File: config.mk
export PLATFORM = sky130hd
export DESIGN_NAME = rtc_irq_tick
export DESIGN_NICKNAME = d
export VERILOG_FILES = /design/src/rtl/rtc_irq_tick_pkg.sv /design/src/rtl/rtc_tick_prescaler.sv /design/src/rtl/rtc_irq_status.sv /design/src/rtl/rtc_irq_tick.sv
export SDC_FILE = /design/constraint.sdc
export NUM_CORES = 1
export LEC_CHECK = 0
export ABC_AREA = 1
export ABC_CLOCK_PERIOD_IN_PS = 7400
export CORE_AREA = 2 2 75 77
export CTS_BUF_LIST = sky130_fd_sc_hd__clkbuf_2 sky130_fd_sc_hd__clkbuf_4 sky130_fd_sc_hd__clkbuf_8
export CTS_CLUSTER_SIZE = 14
export DETAILED_ROUTE_END_ITERATION = 12
export DIE_AREA = 0 0 77 79
export PLACE_DENSITY = 0.95
export SYNTH_ARGS = -nofsm -noshare
export SYNTH_HDL_FRONTEND = slang
export SYNTH_SLANG_ARGS = --single-unit
File: constraint.sdc
create_clock -name clk_i -period 7.4 [get_ports clk_i]
set_clock_uncertainty 0.1 [all_clocks]
set_input_delay 2.22 -clock clk_i [delete_from_list [all_inputs] [get_ports clk_i]]
set_output_delay 2.22 -clock clk_i [all_outputs]
set_load 0.02 [all_outputs]
File: src/rtl/rtc_irq_tick_pkg.sv
package rtc_irq_tick_pkg;
  localparam int DATA_W    = 16;
  localparam int BASE_LOG2 = 9;             // 512 Hz base rate
  localparam int BASE_RATE = 1 << BASE_LOG2;
  localparam int NUM_SAM   = 8;

  localparam int STAT_OFF  = 'h14;
  localparam int EN_OFF    = 'h18;

  localparam int BIT_SW    = 0;
  localparam int BIT_ALM   = 2;
  localparam int BIT_SEC   = 4;
  localparam int BIT_HALF  = 7;
  localparam int BIT_SAM0  = 8;

  localparam logic [DATA_W-1:0] USED_MASK = 16'hff95;
endpackage

File: src/rtl/rtc_tick_prescaler.sv
module rtc_tick_prescaler
  import rtc_irq_tick_pkg::*;
#(
  parameter int DIV_A = 32768,
  parameter int DIV_B = 32000,
  parameter int DIV_C = 38400
) (
  input  logic               clk_i,
  input  logic               rst_ni,
  input  logic               ref_tick_i,
  input  logic [1:0]         sel_i,
  output logic [BASE_LOG2:0] tap_o   // tap_o[i]: base rate / 2^i
);
  localparam int MAX_DIV = (DIV_A > DIV_B) ? ((DIV_A > DIV_C) ? DIV_A : DIV_C)
                                           : ((DIV_B > DIV_C) ? DIV_B : DIV_C);
  localparam int ACC_W   = $clog2(MAX_DIV + BASE_RATE) + 1;

  logic [ACC_W-1:0]     acc_q, acc_sum, div_sel;
  logic [BASE_LOG2-1:0] cnt_q;
  logic                 base_hit;

  always_comb begin
    unique case (sel_i)
      2'd1:    div_sel = ACC_W'(DIV_B);
      2'd2:    div_sel = ACC_W'(DIV_C);
      default: div_sel = ACC_W'(DIV_A);
    endcase
  end

  // phase accumulator: exactly BASE_RATE hits per div ref ticks
  assign acc_sum  = acc_q + ACC_W'(BASE_RATE);
  assign base_hit = ref_tick_i && (acc_sum >= div_sel);

  always_ff @(posedge clk_i or negedge rst_ni) begin
    if (!rst_ni) begin
      acc_q <= '0;
      cnt_q <= '0;
    end else if (ref_tick_i) begin
      acc_q <= base_hit ? (acc_sum - div_sel) : acc_sum;
      if (base_hit) cnt_q <= cnt_q + 1'b1;
    end
  end

  assign tap_o[0] = base_hit;
  for (genvar i = 1; i <= BASE_LOG2; i++) begin : g_tap
    assign tap_o[i] = base_hit && (&cnt_q[i-1:0]);
  end
endmodule

File: src/rtl/rtc_irq_status.sv
module rtc_irq_status
  import rtc_irq_tick_pkg::*;
(
  input  logic              clk_i,
  input  logic              rst_ni,
  input  logic [DATA_W-1:0] event_i,
  input  logic [DATA_W-1:0] clr_i,
  input  logic              en_we_i,
  input  logic [DATA_W-1:0] en_wdata_i,
  output logic [DATA_W-1:0] status_o,
  output logic [DATA_W-1:0] enable_o,
  output logic              irq_o
);
  logic [DATA_W-1:0] status_q, enable_q;

  always_ff @(posedge clk_i or negedge rst_ni) begin
    if (!rst_ni) begin
      status_q <= '0;
      enable_q <= '0;
    end else begin
      status_q <= (status_q & ~clr_i) | event_i;  // new event beats clear
      if (en_we_i) enable_q <= en_wdata_i;
    end
  end

  assign status_o = status_q;
  assign enable_o = enable_q;
  assign irq_o    = |(status_q & enable_q);
endmodule

File: src/rtl/rtc_irq_tick.sv
module rtc_irq_tick
  import rtc_irq_tick_pkg::*;
#(
  parameter int DIV_A  = 32768,
  parameter int DIV_B  = 32000,
  parameter int DIV_C  = 38400,
  parameter int ADDR_W = 6
) (
  input  logic              clk_i,
  input  logic              rst_ni,
  input  logic              ref_tick_i,
  input  logic [1:0]        clk_sel_i,
  input  logic              alarm_i,
  input  logic              stopwatch_i,
  input  logic              reg_we_i,
  input  logic [ADDR_W-1:0] reg_addr_i,
  input  logic [15:0]       reg_wdata_i,
  output logic [15:0]       reg_rdata_o,
  output logic              irq_o,
  output logic              sec_tick_o
);
  logic [BASE_LOG2:0] tap;
  logic [DATA_W-1:0]  events, clr, status_q, enable_q;
  logic               hit_stat, hit_en;

  rtc_tick_prescaler #(.DIV_A(DIV_A), .DIV_B(DIV_B), .DIV_C(DIV_C)) u_presc (
    .clk_i      (clk_i),
    .rst_ni     (rst_ni),
    .ref_tick_i (ref_tick_i),
    .sel_i      (clk_sel_i),
    .tap_o      (tap)
  );

  always_comb begin
    events           = '0;
    events[BIT_SW]   = stopwatch_i;
    events[BIT_ALM]  = alarm_i;
    events[BIT_SEC]  = tap[BASE_LOG2];
    events[BIT_HALF] = tap[BASE_LOG2-1];
    for (int j = 0; j < NUM_SAM; j++)
      events[BIT_SAM0+j] = tap[NUM_SAM-1-j];  // sample j: 4*2^j Hz
  end

  assign hit_stat = (reg_addr_i == ADDR_W'(STAT_OFF));
  assign hit_en   = (reg_addr_i == ADDR_W'(EN_OFF));
  assign clr      = (reg_we_i && hit_stat) ? reg_wdata_i : '0;

  rtc_irq_status u_stat (
    .clk_i      (clk_i),
    .rst_ni     (rst_ni),
    .event_i    (events),
    .clr_i      (clr),
    .en_we_i    (reg_we_i && hit_en),
    .en_wdata_i (reg_wdata_i),
    .status_o   (status_q),
    .enable_o   (enable_q),
    .irq_o      (irq_o)
  );

  assign reg_rdata_o = hit_stat ? status_q : (hit_en ? enable_q : '0);
  assign sec_tick_o  = tap[BASE_LOG2];
endmodule

* Word-level counts from Yosys, hierarchy flattened
Index checks and enable logic that the tools add are counted.
Storage, ports and cells: bits in registers 58, output and inout bits 18, logic and storage cells 43
Cells by class: add/sub/neg operators 3, magnitude comparators 1, equality and inequality tests 4, mux-type cells 5, bitwise operators 4, reductions and logical operators 22
Operator list (count):
- 2-to-1 mux 16 bit | 3
- bitwise AND 16 bit | 2
- case mux 16 bit (2 select lines) | 1
- adder 17 x 10 -> 17 bit, second input constant | 1
- greater-or-equal comparator 17 x 16 -> 1 bit | 1
- 2-to-1 mux 17 bit | 1
- subtractor 17 x 16 -> 17 bit | 1
- NOT 16 bit | 1
- bitwise OR 16 bit | 1
- OR reduction 16 bit | 1
- == test 6 x 5 -> 1 bit, second input constant | 2
- logical AND 1 bit | 12
- adder 9 x 1 -> 9 bit, second input constant | 1
- AND reduction 9 bit | 1
- AND reduction 8 bit | 1
- AND reduction 7 bit | 1
- AND reduction 6 bit | 1
- AND reduction 5 bit | 1
- AND reduction 2 bit | 2
- AND reduction 4 bit | 1
- AND reduction 3 bit | 1
- == test 2 x 1 -> 1 bit, second input constant | 1
- == test 2 bit, second input constant | 1

* Longest topological paths before layout
depth after elaboration 6, mapped depth 19, mapped depth without buffers 18

* Hierarchy
A second synthesis with hierarchy kept.
Second synthesis, totals: cell total of the unflattened synthesis 450, area, all modules 3447.1 µm²
Modules (own cells, without submodules):
- rtc_tick_prescaler | times used 1, cells each 234, area an instance 1591.5 µm²
- rtc_irq_status | times used 1, cells each 117, area an instance 1363.8 µm²
- rtc_irq_tick | times used 1, cells each 99, area an instance 491.7 µm²

* Worst setup path after synthesis
Ideal clock, no wire load.
kind input-to-output, from in clk_sel_i[0], to out sec_tick_o, arrival time 3.961 ns, data required time 5.080 ns, slack 1.119 ns, cell stages on the path 12, path through inv_1 -> ha_1 -> ha_1 -> nand3_1 -> nand2_1 -> nand2_1 -> nand2_1 -> nand2_1 -> nand2_4 -> nand2_4 -> buf_4 -> nor2_1
Between the ends: cells in the longest elaborated chain, start to end 5, elaborated cells on any way between the ends 6, those cells by class 1 x order compare; 2 x eq/ne; 1 x mux; 2 x reduce/logical
RTL lines:
- start: declaration | RTL line rtc_irq_tick.sv:12 | input logic [1:0] clk_sel_i,
- == test 2 bit / == test 2 x 1 -> 1 bit (equally long branches) | RTL line rtc_tick_prescaler.sv:23 | unique case (sel_i)
- case mux 16 bit (2 select lines) (*) | RTL line rtc_tick_prescaler.sv:23
- greater-or-equal comparator 17 x 16 -> 1 bit (*) | RTL line rtc_tick_prescaler.sv:32 | assign base_hit = ref_tick_i && (acc_sum >= div_sel);
- logical AND 1 bit (*) | RTL line rtc_tick_prescaler.sv:32
- logical AND 1 bit (*) | RTL line rtc_tick_prescaler.sv:46 | assign tap_o[i] = base_hit && (&cnt_q[i-1:0]);
- end: declaration | RTL line rtc_irq_tick.sv:20 | output logic sec_tick_o
Mark *: on every way between the ends. The rest lies on a longest branch, timed or not.

* Worst setup path after layout
Same ends and word-level chain as after synthesis.

==> impl_metrics.json <==
{
  "rsz0062_at_grt": "false",
  "synthCells": 415,
  "post_route_cells_drive_above_1_share_pct": 4.56,
  "postCtsHoldBufs": 0,
  "avgSynthCellArea_um2": 7.38,
  "synthAdderAreaFrac_pct": 6.78,
  "remaining_drc_errors": 0,
  "ff2ff_setup_slack_ns": 4.37,
  "place.gp.congestion": 0.927,
  "final-max-slew-violation-count": 0,
  "netlist_area_um2": 3060,
  "min_path_cells": 2,
  "place.port_buffers": 47,
  "cts_htree_levels": 2,
  "synth_top_area_cell": "dfrtp_1",
  "slowest_delay_ns": 0.48,
  "synth.top_cell.area_share_pct": 40.8,
  "instances_no_fill": 533,
  "grt_pass1_vias": 2755,
  "crit_family": "simple AND/OR/NAND/NOR gates",
  "synth_xor_area_share_pct": 3.10,
  "crit_required_ns": 5.08,
  "outcome": "finished, final reports clean",
  "synth_mux_area_share_pct": 0,
  "core_um2": 5340,
  "ys_types": 33,
  "wire_per_inst_um": 13.3,
  "cp.buffers_inverters": 3,
  "grt_pass1_wl_um": 12200,
  "ios": 48,
  "powerDensity_nw_per_um2": 317,
  "clk_latency_ns": 0.31,
  "drtPass1Iterations": 5,
  "grt_use_total_pct": 24.9,
  "reg2reg_to": "u_presc.acc_q[16]$_DFFE_PN0P_",
  "hpwlAfterDp_um": 5280,
  "crit_path_top_delay_cell": "clkdlybuf4s50_1",
  "syn-num-nets": 461,
  "crit_arrival_ns": 4.50,
  "clock_path_buffers": 2,
  "fillers": 444,
  "yosysSeqAreaShare_pct": 40.8,
  "fin_crit_ns": 6.82,
  "die_y_um": 79,
  "synth_top_family_by_area": "simple AND/OR/NAND/NOR gates",
  "dp.cells": 525,
  "min_period_over_period_pct": 92.2,
  "drtIter0Drc": 172,
  "slew_headroom_pct": 27.0,
  "vias": 2797,
  "wl_um": 7080,
  "start_kind": "input port",
  "vdd_drop_max_mv": 0.201,
  "critical_path.cell_chain": "clkdlybuf4s50_1 -> inv_1 -> ha_1 -> ha_1 -> nand3_1 -> nand2_1 -> nand2_1 -> nand2_1 -> nand2_1 -> nand2_4 -> nand2_4 -> nor2_1 -> dlymetal6s2s_1",
  "drt.antenna.violating_nets": 0,
  "holdCritStartpoint": "u_stat.enable_o[11]$_DFFE_PN0P_",
  "overflow": 0,
  "cp_max_fo": 8,
  "final_nets": 506,
  "max_freq_ghz": 0.147,
  "crit_path_end_kind": "primary output",
  "yosys.area_share.simple_pct": 24.8,
  "areaGrowthSynthToFinish_pct": 20.5,
  "root_buffer": "clkbuf_8",
  "p_leak_uw": 0.00198,
  "hold_end": "u_stat.enable_o[11]$_DFFE_PN0P_",
  "cpMostUsedCell": "nand2_1",
  "clock_sinks": 50,
  "start_util_pct": 57.4,
  "setup_viol": 0,
  "synth_area_leaders": "dfrtp_1, nand2_1, inv_1",
  "hold_violations": 0,
  "rows": 27,
  "cap_violations": 0,
  "clkTransAtPathRegs_ns": 0.10,
  "post_cts_buffers": 0,
  "synth_compound_area_share_pct": 13.2,
  "cts_buffers": 5,
  "tns_ns": 0,
  "die_x_um": 77,
  "viasPerCell": 5.25,
  "die_area_um2": 6080,
  "worst_pin_slew_ns": 1.10,
  "synth-seq-cells": 50,
  "grt_start_max_net_pins": 51,
  "holdCritPathClass": "reg -> reg",
  "synth_warnings": 0,
  "r2r_cells": 17,
  "antenna_found_initial": 0,
  "cts_tree": "yes",
  "antenna_cells": 0,
  "worstSetupPathType": "in -> out",
  "r2r-start": "u_presc.acc_q[9]$_DFFE_PN0P_"
}
==> stage by stage <==
stage               cell area (um2)  power (uW)  hold slack, ns  utilization, %  setup WS [ns]
global route                   3690        1280           0.416            69.2          0.363
CTS                            3690        1170           0.397            69.2          0.194
detailed placement             3570         964           0.373            66.9          0.196
global placement               3570         943           0.366            66.9          0.271
finish                         3690        1170           0.396            69.2          0.579
floorplan                      3060         825           0.353               -           1.12
==> flip-flops by register name, summed over array words and instances, names as in the netlist <==
name,flops
u_presc.acc_q,9
u_presc.cnt_q,9
u_stat.enable_o,16
u_stat.status_o,16
==> synthesized netlist by cell type <==
| cell | instances |
|---|---|
| nand2_4 | 2 |
| nor2_4 | 2 |
| dfrtp_1 | 50 |
| a21boi_0 | 1 |
| nand3_2 | 1 |
| fa_1 | 1 |
| a22o_1 | 7 |
| nor4_1 | 1 |
| buf_6 | 2 |
| or2_1 | 1 |
| buf_2 | 1 |
| o21ai_0 | 47 |
| xnor2_1 | 2 |
| or2_2 | 1 |
| o21bai_1 | 1 |
| clkinv_1 | 1 |
| a21oi_1 | 5 |
| nor3_1 | 4 |
| nor2_1 | 16 |
| inv_1 | 75 |
| ha_1 | 15 |
| nand4_1 | 2 |
| o22ai_1 | 8 |
| nand3_1 | 15 |
| nand2_1 | 133 |
| clkbuf_1 | 6 |
| xor2_2 | 1 |
| nor2_2 | 1 |
| buf_4 | 1 |
| inv_2 | 1 |
| nand2_2 | 2 |
| xor2_1 | 7 |
| a221oi_1 | 2 |
==> power by group <==
part / switching (uW) / internal [uW] / leakage (uW)
clock network: 94.6 / 111 / 0.0000618
logic: 368 / 216 / 0.00129
registers: 49.5 / 332 / 0.000636
total: 512 / 659 / 0.00198
==> layer usage <==
metal	global-route usage, %	routed length [um]
met1	31.4	3090
met2	43.1	3430
met3	5.57	441
met4	7.50	114
met5	0	0
==> placed cells by master, fill, tap and decap left out <==
master             n
clkbuf_8           6
inv_1             75
bufinv_16          1
buf_2              1
nand4_1            2
o22ai_1            8
nand3_1           15
a22o_1             7
nor2_4             2
a21oi_1            5
fa_1               1
inv_2              1
inv_6              1
buf_4              1
xor2_2             1
o21bai_1           1
clkdlybuf4s50_1   45
o21ai_0           47
clkinv_1           1
nor3_1             4
a221oi_1           2
nor2_1            16
xor2_1             7
nor2_2             1
nor4_1             1
or2_2              1
nand2_4            2
nand3_2            1
a21boi_0           1
xnor2_1            2
or2_1              1
ha_1              15
nand2_1          133
nand2_2            2
dfrtp_1           50
dlymetal6s2s_1     1
==> tightest hold or removal path, cell delays in order, from the launching register on <==
cell and delay [ns]:
dfrtp_1 0.36, nand2_1 0.05, o21ai_0 0.06
==> what timing repair did <==
item | CTS | global route
setup endpoints to repair | 0 | 1
resized for setup | 0 | 1
endpoints found under the hold margin | 0 | 0
==> area by class of cell <==
class | count | area, um2 | area share, %
repair buffers | 48 | 475 | 12.9
well taps | 72 | 90.1 | 2.44
clock buffers | 6 | 82.6 | 2.24
clock inverters | 2 | 38.8 | 1.05
flip-flops and latches | 50 | 1250 | 33.9
inverters | 77 | 289 | 7.83
multi-input cells | 278 | 1470 | 39.7
==> how the worst max path moves through the flow <==
stage	to	cells past startpoint	slack, ns	from
2_1_floorplan	sec_tick_o	12	1.12	clk_sel_i[0]
3_3_place_gp	sec_tick_o	13	0.27	clk_sel_i[0]
3_5_place_dp	sec_tick_o	13	0.20	clk_sel_i[0]
4_1_cts	sec_tick_o	13	0.19	clk_sel_i[0]
5_1_grt	sec_tick_o	13	0.36	clk_sel_i[0]
6_report	sec_tick_o	13	0.58	clk_sel_i[0]
==> logic make-up after synthesis <==
group                      count (synthesis)
DFF                                       50
buffers and inverters                     87
adders and majority gates                 16
AOI/OAI and AO/OA                         71
and+or+nand+nor                          181
xor gates and xnor gates                  10
Note: power is estimated with default switching activity, not from simulation.
